[config.mk]
export PLATFORM = sky130hd
export DESIGN_NAME = bank_switch_ctrl
export DESIGN_NICKNAME = d
export VERILOG_FILES = /design/src/rtl/bsc_pkg.sv /design/src/rtl/bsc_switch_reg.sv /design/src/rtl/bsc_lc_fsm.sv /design/src/rtl/bsc_router.sv /design/src/rtl/bsc_status.sv /design/src/rtl/bank_switch_ctrl.sv
export SDC_FILE = /design/constraint.sdc
export NUM_CORES = 1
export LEC_CHECK = 0
export BUFFER_PORTS_ARGS = -buffer_cell sky130_fd_sc_hd__buf_4
export CORE_ASPECT_RATIO = 1.5
export CORE_UTILIZATION = 46
export DETAILED_ROUTE_END_ITERATION = 10
export PLACE_DENSITY = 0.78
export SYNTH_ARGS = -nofsm -noshare
export SYNTH_HDL_FRONTEND = slang
export SYNTH_SLANG_ARGS = --single-unit
[constraint.sdc]
create_clock -name clk -period 2.1 [get_ports clk]
set_input_delay 0.42 -clock clk [delete_from_list [all_inputs] [get_ports clk]]
set_output_delay 0.42 -clock clk [all_outputs]
set_load 0.005 [all_outputs]
[src/rtl/bsc_pkg.sv]
package bsc_pkg;

    typedef enum logic [1:0] {
        TGT_MAIN = 2'd0,
        TGT_AUX  = 2'd1,
        TGT_ROM  = 2'd2,
        TGT_NONE = 2'd3
    } tgt_e;

    typedef enum logic [3:0] {
        LC_B2_RAM_RO = 4'h0,
        LC_B2_ROM_WR = 4'h1,
        LC_B2_ROM_RO = 4'h2,
        LC_B2_RAM_RW = 4'h3,
        LC_B1_RAM_RO = 4'h8,
        LC_B1_ROM_WR = 4'h9,
        LC_B1_ROM_RO = 4'hA,
        LC_B1_RAM_RW = 4'hB
    } lc_state_e;

    // bit order of this struct is the switch index order (addr[3:1])
    typedef struct packed {
        logic altchar;
        logic col80;
        logic slotc3;
        logic altzp;
        logic slotcx;
        logic ramwrt;
        logic ramrd;
        logic store80;
    } flags_t;

    localparam int NUM_FLAGS = 8;
    localparam logic [3:0] LC_MASK = 4'hB;

endpackage

[src/rtl/bsc_switch_reg.sv]
module bsc_switch_reg
    import bsc_pkg::*;
#(
    parameter logic [11:0] SW_PAGE = 12'hC00,
    parameter int          INV_IDX = 3
) (
    input  logic        clk,
    input  logic        rst,
    input  logic [15:0] addr,
    input  logic        wr,
    output flags_t      flags
);
    localparam int IDX_W = $clog2(NUM_FLAGS);

    logic [NUM_FLAGS-1:0] bits;
    logic                 page_hit;

    assign page_hit = wr && (addr[15:4] == SW_PAGE);

    generate
        for (genvar i = 0; i < NUM_FLAGS; i++) begin : g_flag
            localparam logic INV = (i == INV_IDX);
            always_ff @(posedge clk) begin
                if (rst)
                    bits[i] <= 1'b0;
                else if (page_hit && (addr[IDX_W:1] == IDX_W'(i)))
                    bits[i] <= addr[0] ^ INV;
            end
        end
    endgenerate

    assign flags = flags_t'(bits);

    AST_SW_SET_RAMRD: assert property (@(posedge clk) disable iff (rst)
        (wr && addr == 16'hC003) |=> flags.ramrd);
    AST_SW_CLR_ALTZP: assert property (@(posedge clk) disable iff (rst)
        (wr && addr == 16'hC008) |=> !flags.altzp);
    AST_SW_HOLD: assert property (@(posedge clk) disable iff (rst)
        !page_hit |=> $stable(bits));
    AST_SW_INV_SET: assert property (@(posedge clk) disable iff (rst)
        (wr && addr == 16'hC006) |=> flags.slotcx);
    AST_SW_INV_CLR: assert property (@(posedge clk) disable iff (rst)
        (wr && addr == 16'hC007) |=> !flags.slotcx);
    AST_SW_RESET: assert property (@(posedge clk)
        rst |=> (bits == '0));

endmodule

[src/rtl/bsc_lc_fsm.sv]
module bsc_lc_fsm
    import bsc_pkg::*;
#(
    parameter logic [11:0] LC_PAGE = 12'hC08
) (
    input  logic        clk,
    input  logic        rst,
    input  logic [15:0] addr,
    input  logic        rd,
    input  logic        wr,
    output lc_state_e   state,
    output logic        rd_ram,
    output logic        wr_ram,
    output logic        bank1
);
    lc_state_e nxt;
    logic      hit;

    assign hit = (rd || wr) && (addr[15:4] == LC_PAGE);

    always_comb begin
        nxt = state;
        if (hit)
            nxt = lc_state_e'(addr[3:0] & LC_MASK);
    end

    always_ff @(posedge clk) begin
        if (rst)
            state <= LC_B2_RAM_RO;
        else
            state <= nxt;
    end

    always_comb begin
        rd_ram = 1'b0;
        wr_ram = 1'b0;
        bank1  = 1'b0;
        unique case (state)
            LC_B2_RAM_RO: begin rd_ram = 1'b1;                                  end
            LC_B2_ROM_WR: begin                 wr_ram = 1'b1;                  end
            LC_B2_ROM_RO: begin                                                 end
            LC_B2_RAM_RW: begin rd_ram = 1'b1;  wr_ram = 1'b1;                  end
            LC_B1_RAM_RO: begin rd_ram = 1'b1;                  bank1 = 1'b1;   end
            LC_B1_ROM_WR: begin                 wr_ram = 1'b1;  bank1 = 1'b1;   end
            LC_B1_ROM_RO: begin                                 bank1 = 1'b1;   end
            LC_B1_RAM_RW: begin rd_ram = 1'b1;  wr_ram = 1'b1;  bank1 = 1'b1;   end
            default:      begin                                                 end
        endcase
    end

    AST_LC_LOAD: assert property (@(posedge clk) disable iff (rst)
        hit |=> (state == ($past(addr[3:0]) & LC_MASK)));
    AST_LC_HOLD: assert property (@(posedge clk) disable iff (rst)
        !hit |=> $stable(state));
    AST_LC_RESET: assert property (@(posedge clk)
        rst |=> (state == LC_B2_RAM_RO));

endmodule

[src/rtl/bsc_router.sv]
module bsc_router
    import bsc_pkg::*;
#(
    parameter logic [15:0] ZP_END   = 16'h0200,
    parameter logic [15:0] IO_BASE  = 16'hC000,
    parameter logic [15:0] LC_BASE  = 16'hD000,
    parameter logic [5:0]  TXT_PAGE = 6'b000001
) (
    input  logic        clk,
    input  logic        rst,
    input  logic [15:0] addr,
    input  logic        wr,
    input  flags_t      flags,
    input  logic        page2,
    input  logic        lc_rd_ram,
    input  logic        lc_wr_ram,
    input  logic        lc_bank1,
    output tgt_e        tgt,
    output logic [15:0] off
);
    tgt_e ram_tgt;
    logic sel_aux;

    assign ram_tgt = flags.altzp ? TGT_AUX : TGT_MAIN;

    always_comb begin
        off     = addr;
        tgt     = TGT_NONE;
        sel_aux = 1'b0;
        if (addr < ZP_END) begin
            tgt = ram_tgt;
        end else if (addr < IO_BASE) begin
            sel_aux = wr ? flags.ramwrt : flags.ramrd;
            if (flags.store80 && (addr[15:10] == TXT_PAGE))
                sel_aux = page2;
            tgt = sel_aux ? TGT_AUX : TGT_MAIN;
        end else if (addr < LC_BASE) begin
            if (!wr && (addr[11:8] != 4'h0))
                tgt = TGT_ROM;
        end else begin
            if (wr)
                tgt = lc_wr_ram ? ram_tgt : TGT_NONE;
            else
                tgt = lc_rd_ram ? ram_tgt : TGT_ROM;
            if ((addr[15:12] == LC_BASE[15:12]) && lc_bank1 &&
                (tgt == TGT_MAIN || tgt == TGT_AUX))
                off = {4'hC, addr[11:0]};
        end
    end

    AST_ROM_NO_WRITE: assert property (@(posedge clk) disable iff (rst)
        wr |-> (tgt != TGT_ROM));
    AST_BANK1_OFFSET: assert property (@(posedge clk) disable iff (rst)
        ((addr[15:12] == 4'hD) && lc_bank1 && (tgt != TGT_ROM) && (tgt != TGT_NONE))
        |-> (off[15:12] == 4'hC));
    AST_HIGH_OFFSET: assert property (@(posedge clk) disable iff (rst)
        (addr[15:13] == 3'b111) |-> (off == addr));
    AST_IO_NO_MEM: assert property (@(posedge clk) disable iff (rst)
        (addr[15:8] == 8'hC0) |-> (tgt == TGT_NONE));

endmodule

[src/rtl/bsc_status.sv]
module bsc_status
    import bsc_pkg::*;
#(
    parameter logic [11:0] STAT_PAGE = 12'hC01
) (
    input  logic        clk,
    input  logic        rst,
    input  logic [15:0] addr,
    input  logic        rd,
    input  flags_t      flags,
    input  logic        lc_bank1,
    input  logic        lc_rd_ram,
    input  logic        vblank,
    input  logic        text,
    input  logic        mixed,
    input  logic        page2,
    input  logic        hires,
    output logic        valid,
    output logic [7:0]  data
);
    logic bit7;

    assign valid = rd && (addr[15:4] == STAT_PAGE) && (addr[3:0] != 4'h0);

    always_comb begin
        case (addr[3:0])
            4'h1:    bit7 = !lc_bank1;
            4'h2:    bit7 = lc_rd_ram;
            4'h3:    bit7 = flags.ramrd;
            4'h4:    bit7 = flags.ramwrt;
            4'h5:    bit7 = flags.slotcx;
            4'h6:    bit7 = flags.altzp;
            4'h7:    bit7 = flags.slotc3;
            4'h8:    bit7 = flags.store80;
            4'h9:    bit7 = vblank;
            4'hA:    bit7 = text;
            4'hB:    bit7 = mixed;
            4'hC:    bit7 = page2;
            4'hD:    bit7 = hires;
            4'hE:    bit7 = flags.altchar;
            4'hF:    bit7 = flags.col80;
            default: bit7 = 1'b0;
        endcase
    end

    assign data = valid ? {bit7, 7'b0} : 8'h00;

    AST_STAT_LOW_ZERO: assert property (@(posedge clk) disable iff (rst)
        valid |-> (data[6:0] == 7'b0));
    AST_STAT_IDLE: assert property (@(posedge clk) disable iff (rst)
        !rd |-> !valid);

endmodule

[src/rtl/bank_switch_ctrl.sv]
module bank_switch_ctrl
    import bsc_pkg::*;
#(
    parameter logic [11:0] SW_PAGE   = 12'hC00,
    parameter logic [11:0] STAT_PAGE = 12'hC01,
    parameter logic [11:0] LC_PAGE   = 12'hC08
) (
    input  logic        clk,
    input  logic        rst,
    input  logic [15:0] addr,
    input  logic        rd,
    input  logic        wr,
    input  logic        vid_vblank,
    input  logic        vid_text,
    input  logic        vid_mixed,
    input  logic        vid_page2,
    input  logic        vid_hires,
    output logic [1:0]  tgt_sel,
    output logic [15:0] phys_off,
    output logic        stat_valid,
    output logic [7:0]  stat_data
);
    flags_t    flags;
    lc_state_e lc_state;
    logic      lc_rd_ram, lc_wr_ram, lc_bank1;
    tgt_e      tgt;

    bsc_switch_reg #(.SW_PAGE(SW_PAGE), .INV_IDX(3)) u_sw (
        .clk(clk), .rst(rst), .addr(addr), .wr(wr), .flags(flags)
    );

    bsc_lc_fsm #(.LC_PAGE(LC_PAGE)) u_lc (
        .clk(clk), .rst(rst), .addr(addr), .rd(rd), .wr(wr),
        .state(lc_state), .rd_ram(lc_rd_ram), .wr_ram(lc_wr_ram), .bank1(lc_bank1)
    );

    bsc_router u_rt (
        .clk(clk), .rst(rst), .addr(addr), .wr(wr), .flags(flags),
        .page2(vid_page2), .lc_rd_ram(lc_rd_ram), .lc_wr_ram(lc_wr_ram),
        .lc_bank1(lc_bank1), .tgt(tgt), .off(phys_off)
    );

    bsc_status #(.STAT_PAGE(STAT_PAGE)) u_st (
        .clk(clk), .rst(rst), .addr(addr), .rd(rd), .flags(flags),
        .lc_bank1(lc_bank1), .lc_rd_ram(lc_rd_ram),
        .vblank(vid_vblank), .text(vid_text), .mixed(vid_mixed),
        .page2(vid_page2), .hires(vid_hires),
        .valid(stat_valid), .data(stat_data)
    );

    assign tgt_sel = tgt;

    AST_ONE_STROBE: assert property (@(posedge clk) disable iff (rst)
        !(rd && wr));
    AST_LC_BIT2_CLEAR: assert property (@(posedge clk) disable iff (rst)
        (lc_state[2] == 1'b0));

endmodule

==> out/qor.yml <==
status:
  status: "complete, but fails checks"
  violations: "design-rule violations, negative setup slack"
cells_and_area:
  seq_area_sq_um: 228
  fin_util_pct: 63.8
  multi_input_area_sq_um: 861
  antennaDiodeCount: 0
  mostFrequentLayoutCell: "buf_4"
  fin_cells: 200
  fillers: 213
  area_growth_syn_to_layout_pct: 32.4
  layout_common_cells: "buf_4 (49), a21oi_1 (14), nand3_1 (12)"
  layout-drive-gt1-share_pct: 48.3
  fin_nets: 207
clock_tree:
  clkLatencyLatePin_ns: 0.26
  cts.sinks: 11
  numCtsBuffers: 3
  cts_max_path_buffers: 2
  cts_tree: "built"
  clkTransAtPathRegs_ns: 0.08
  cts-root-buf: "clkbuf_4"
  htreeDepth: 1
  hold_buffers: 0
timing:
  finalSetupViolCount: 2
  finalCritPeriodShare_pct: 104
  drv_slew: 0
  max_freq_ghz: 0.458
  skew_ns: 0
  finalHoldViolations: 0
  fin_crit_ns: 2.18
  rsz0062_at_grt: "true"
  fin_ws_ns: -0.0840
floorplan:
  die_area_sq_um: 2780
  pin_count: 52
  initial_core_util_pct: 48.2
  dieWidth_microns: 43.4
  num_rows: 22
  fp.dieH_microns: 64.1
  coreArea_sq_um: 2450
synthesis:
  syn_area_per_cell_sq_um: 8.26
  syn_area_sq_um: 1180
  yosys-mux-area-fraction_pct: 6.25
  synthArstFlopShare_pct: 0
  synth_seq_cells: 11
  yosys_warnings: 0
  synthAdderAreaFrac_pct: 5.30
  synth_cells: 143
  ys_seq_area_share_pct: 18.6
  synth_edf_count: 0
  ys.flop_type: "dfxtp_1"
  synthSimpleGateAreaFrac_pct: 27.9
  ys_types: 50
  synth_xor_area_share_pct: 0
  synth_compound_area_share_pct: 23.5
  synth_top_family_by_area: "simple AND/OR/NAND/NOR gates"
placement:
  dp_hpwl_microns: 2310
  gp_congestion: 0.868
  io_buffers: 44
  place_inst: 196
route:
  drc: 10
  via_per_inst: 5.90
  vias: 1179
  drt-wirelength-per-cell_microns: 15.4
  detail_route.wirelength_microns: 3070
  postRouteAntennaNets: 0
  firstDrtPassIters: 8
  dr.first_iter.drc_count: 42
pwr:
  p_per_area_nw_per_um2: 333
  peakVddDrop_v: 0.000315
  power_leakage_nw: 0.657
global_route:
  overflow: 0
  antenna_found_initial: 0
  grt_pass1_vias: 1119
  track_usage_pct: 22.6
  grt_pass1_wl_microns: 4920
  grt_max_degree: 19
worst_setup_path:
  path_class: "reg -> out"
  critPathCaptureType: "output pin"
  path_max_fanout: 4
  startpoint_type: "flip-flop"
  critPathArrivalTime_ns: 1.76
  required_ns: 1.68
min_path:
  min_path_type: "in -> reg"
flow_run:
  cap_violations: 0
==> logic make-up (layout without fill, tap and decap cells) <==
logic type                 count (synthesis)  in the layout
buffers and inverters                     34             61
adders and majority gates                  5              5
muxes                                      6              6
other                                      1              7
AOI/OAI and AO/OA                         40             40
and+or+nand+nor                           46             46
DFF                                       11             11
==> where the power goes <==
group	leakage (nW)	internal (mW)	total, mW	switching, mW
Clock	0.0177	0.0704	0.150	0.0795
Sequential	0.0902	0.206	0.206	0.0000150
Combinational	0.549	0.0832	0.165	0.0820
Total	0.657	0.359	0.521	0.161
==> Yosys cell counts (2+ instances only) <==
cell,instances,area share [%]
o31ai_1,2,1.3
o21ai_0,9,3.8
dfxtp_1,11,19
nand2_1,4,1.3
nor3_1,3,1.3
nand2b_1,3,1.6
clkbuf_1,5,1.6
buf_4,19,12
mux2i_1,4,3.4
nor2b_1,3,1.6
ha_1,5,5.3
nand3_1,12,5.1
inv_1,6,1.9
and4_2,2,1.7
a21oi_1,14,5.9
nor2_1,3,0.95
or3_1,2,1.1
buf_2,2,0.85
o211a_1,2,1.7
nor3_4,2,2.8
==> layer usage <==
layer,track usage [%],share of wire (%),vias to the layer above,routed length (microns)
li1,-,-,566,-
met1,26.7,39,563,1180
met2,40.9,55,46,1680
met3,1.98,5.2,4,160
met4,7.81,1.4,0,43
met5,0,0,-,0
==> registers in the layout, indices dropped and copies added (netlist names) <==
register    count
u_sw.flags      8
u_lc.state      3
==> worst paths after layout <==
path / startpoint / end / slack (ns) / cells past startpoint
worst max-delay path: u_lc.state[0] / stat_data[7] / -0.08 / 6
worst min-delay path: rst / u_lc.state[0] / 0.40 / 2
worst max register to register: u_lc.state[0] / u_lc.state[0] / 1.34 / 3
worst min register to register: u_sw.flags[5] / u_sw.flags[5] / 0.48 / 2
==> cell type report <==
| class | instances | area share [%] |
|---|---|---|
| multi-input cells | 104 | 55.0 |
| inverters | 6 | 1.76 |
| clock buffers | 3 | 1.44 |
| flip-flops and latches | 11 | 14.6 |
| well taps | 24 | 1.92 |
| clock inverters | 1 | 0.320 |
| repair buffers | 51 | 25.0 |
==> critical path, cell delays in order, from the launching register on <==
cell	delay (ns)
dfxtp_4	0.37
ha_2	0.20
o41ai_4	0.37
o211a_1	0.20
o311ai_2	0.09
a21boi_1	0.15
buf_4	0.13
==> timing repair <==
| action | CTS | global route |
|---|---|---|
| pin swaps | 8 | 6 |
| resized for setup | 14 | 14 |
| endpoints found under the setup margin | 3 | 3 |
| buffers inserted | 1 | 0 |
==> per-stage QoR <==
stage / TNS, ns / setup slack, ns / power [mW] / hold WS [ns] / area, sq um
floorplan: 0 / 0.226 / 0.307 / 0.446 / 1200
global placement: 0 / 0.0136 / 0.365 / 0.455 / 1430
detailed placement: -0.0305 / -0.0305 / 0.368 / 0.476 / 1430
CTS: -0.210 / -0.128 / 0.515 / 0.398 / 1510
global route: -0.433 / -0.170 / 0.549 / 0.395 / 1560
finish: -0.141 / -0.0840 / 0.521 / 0.397 / 1560
(Power assumes the default switching activity.)
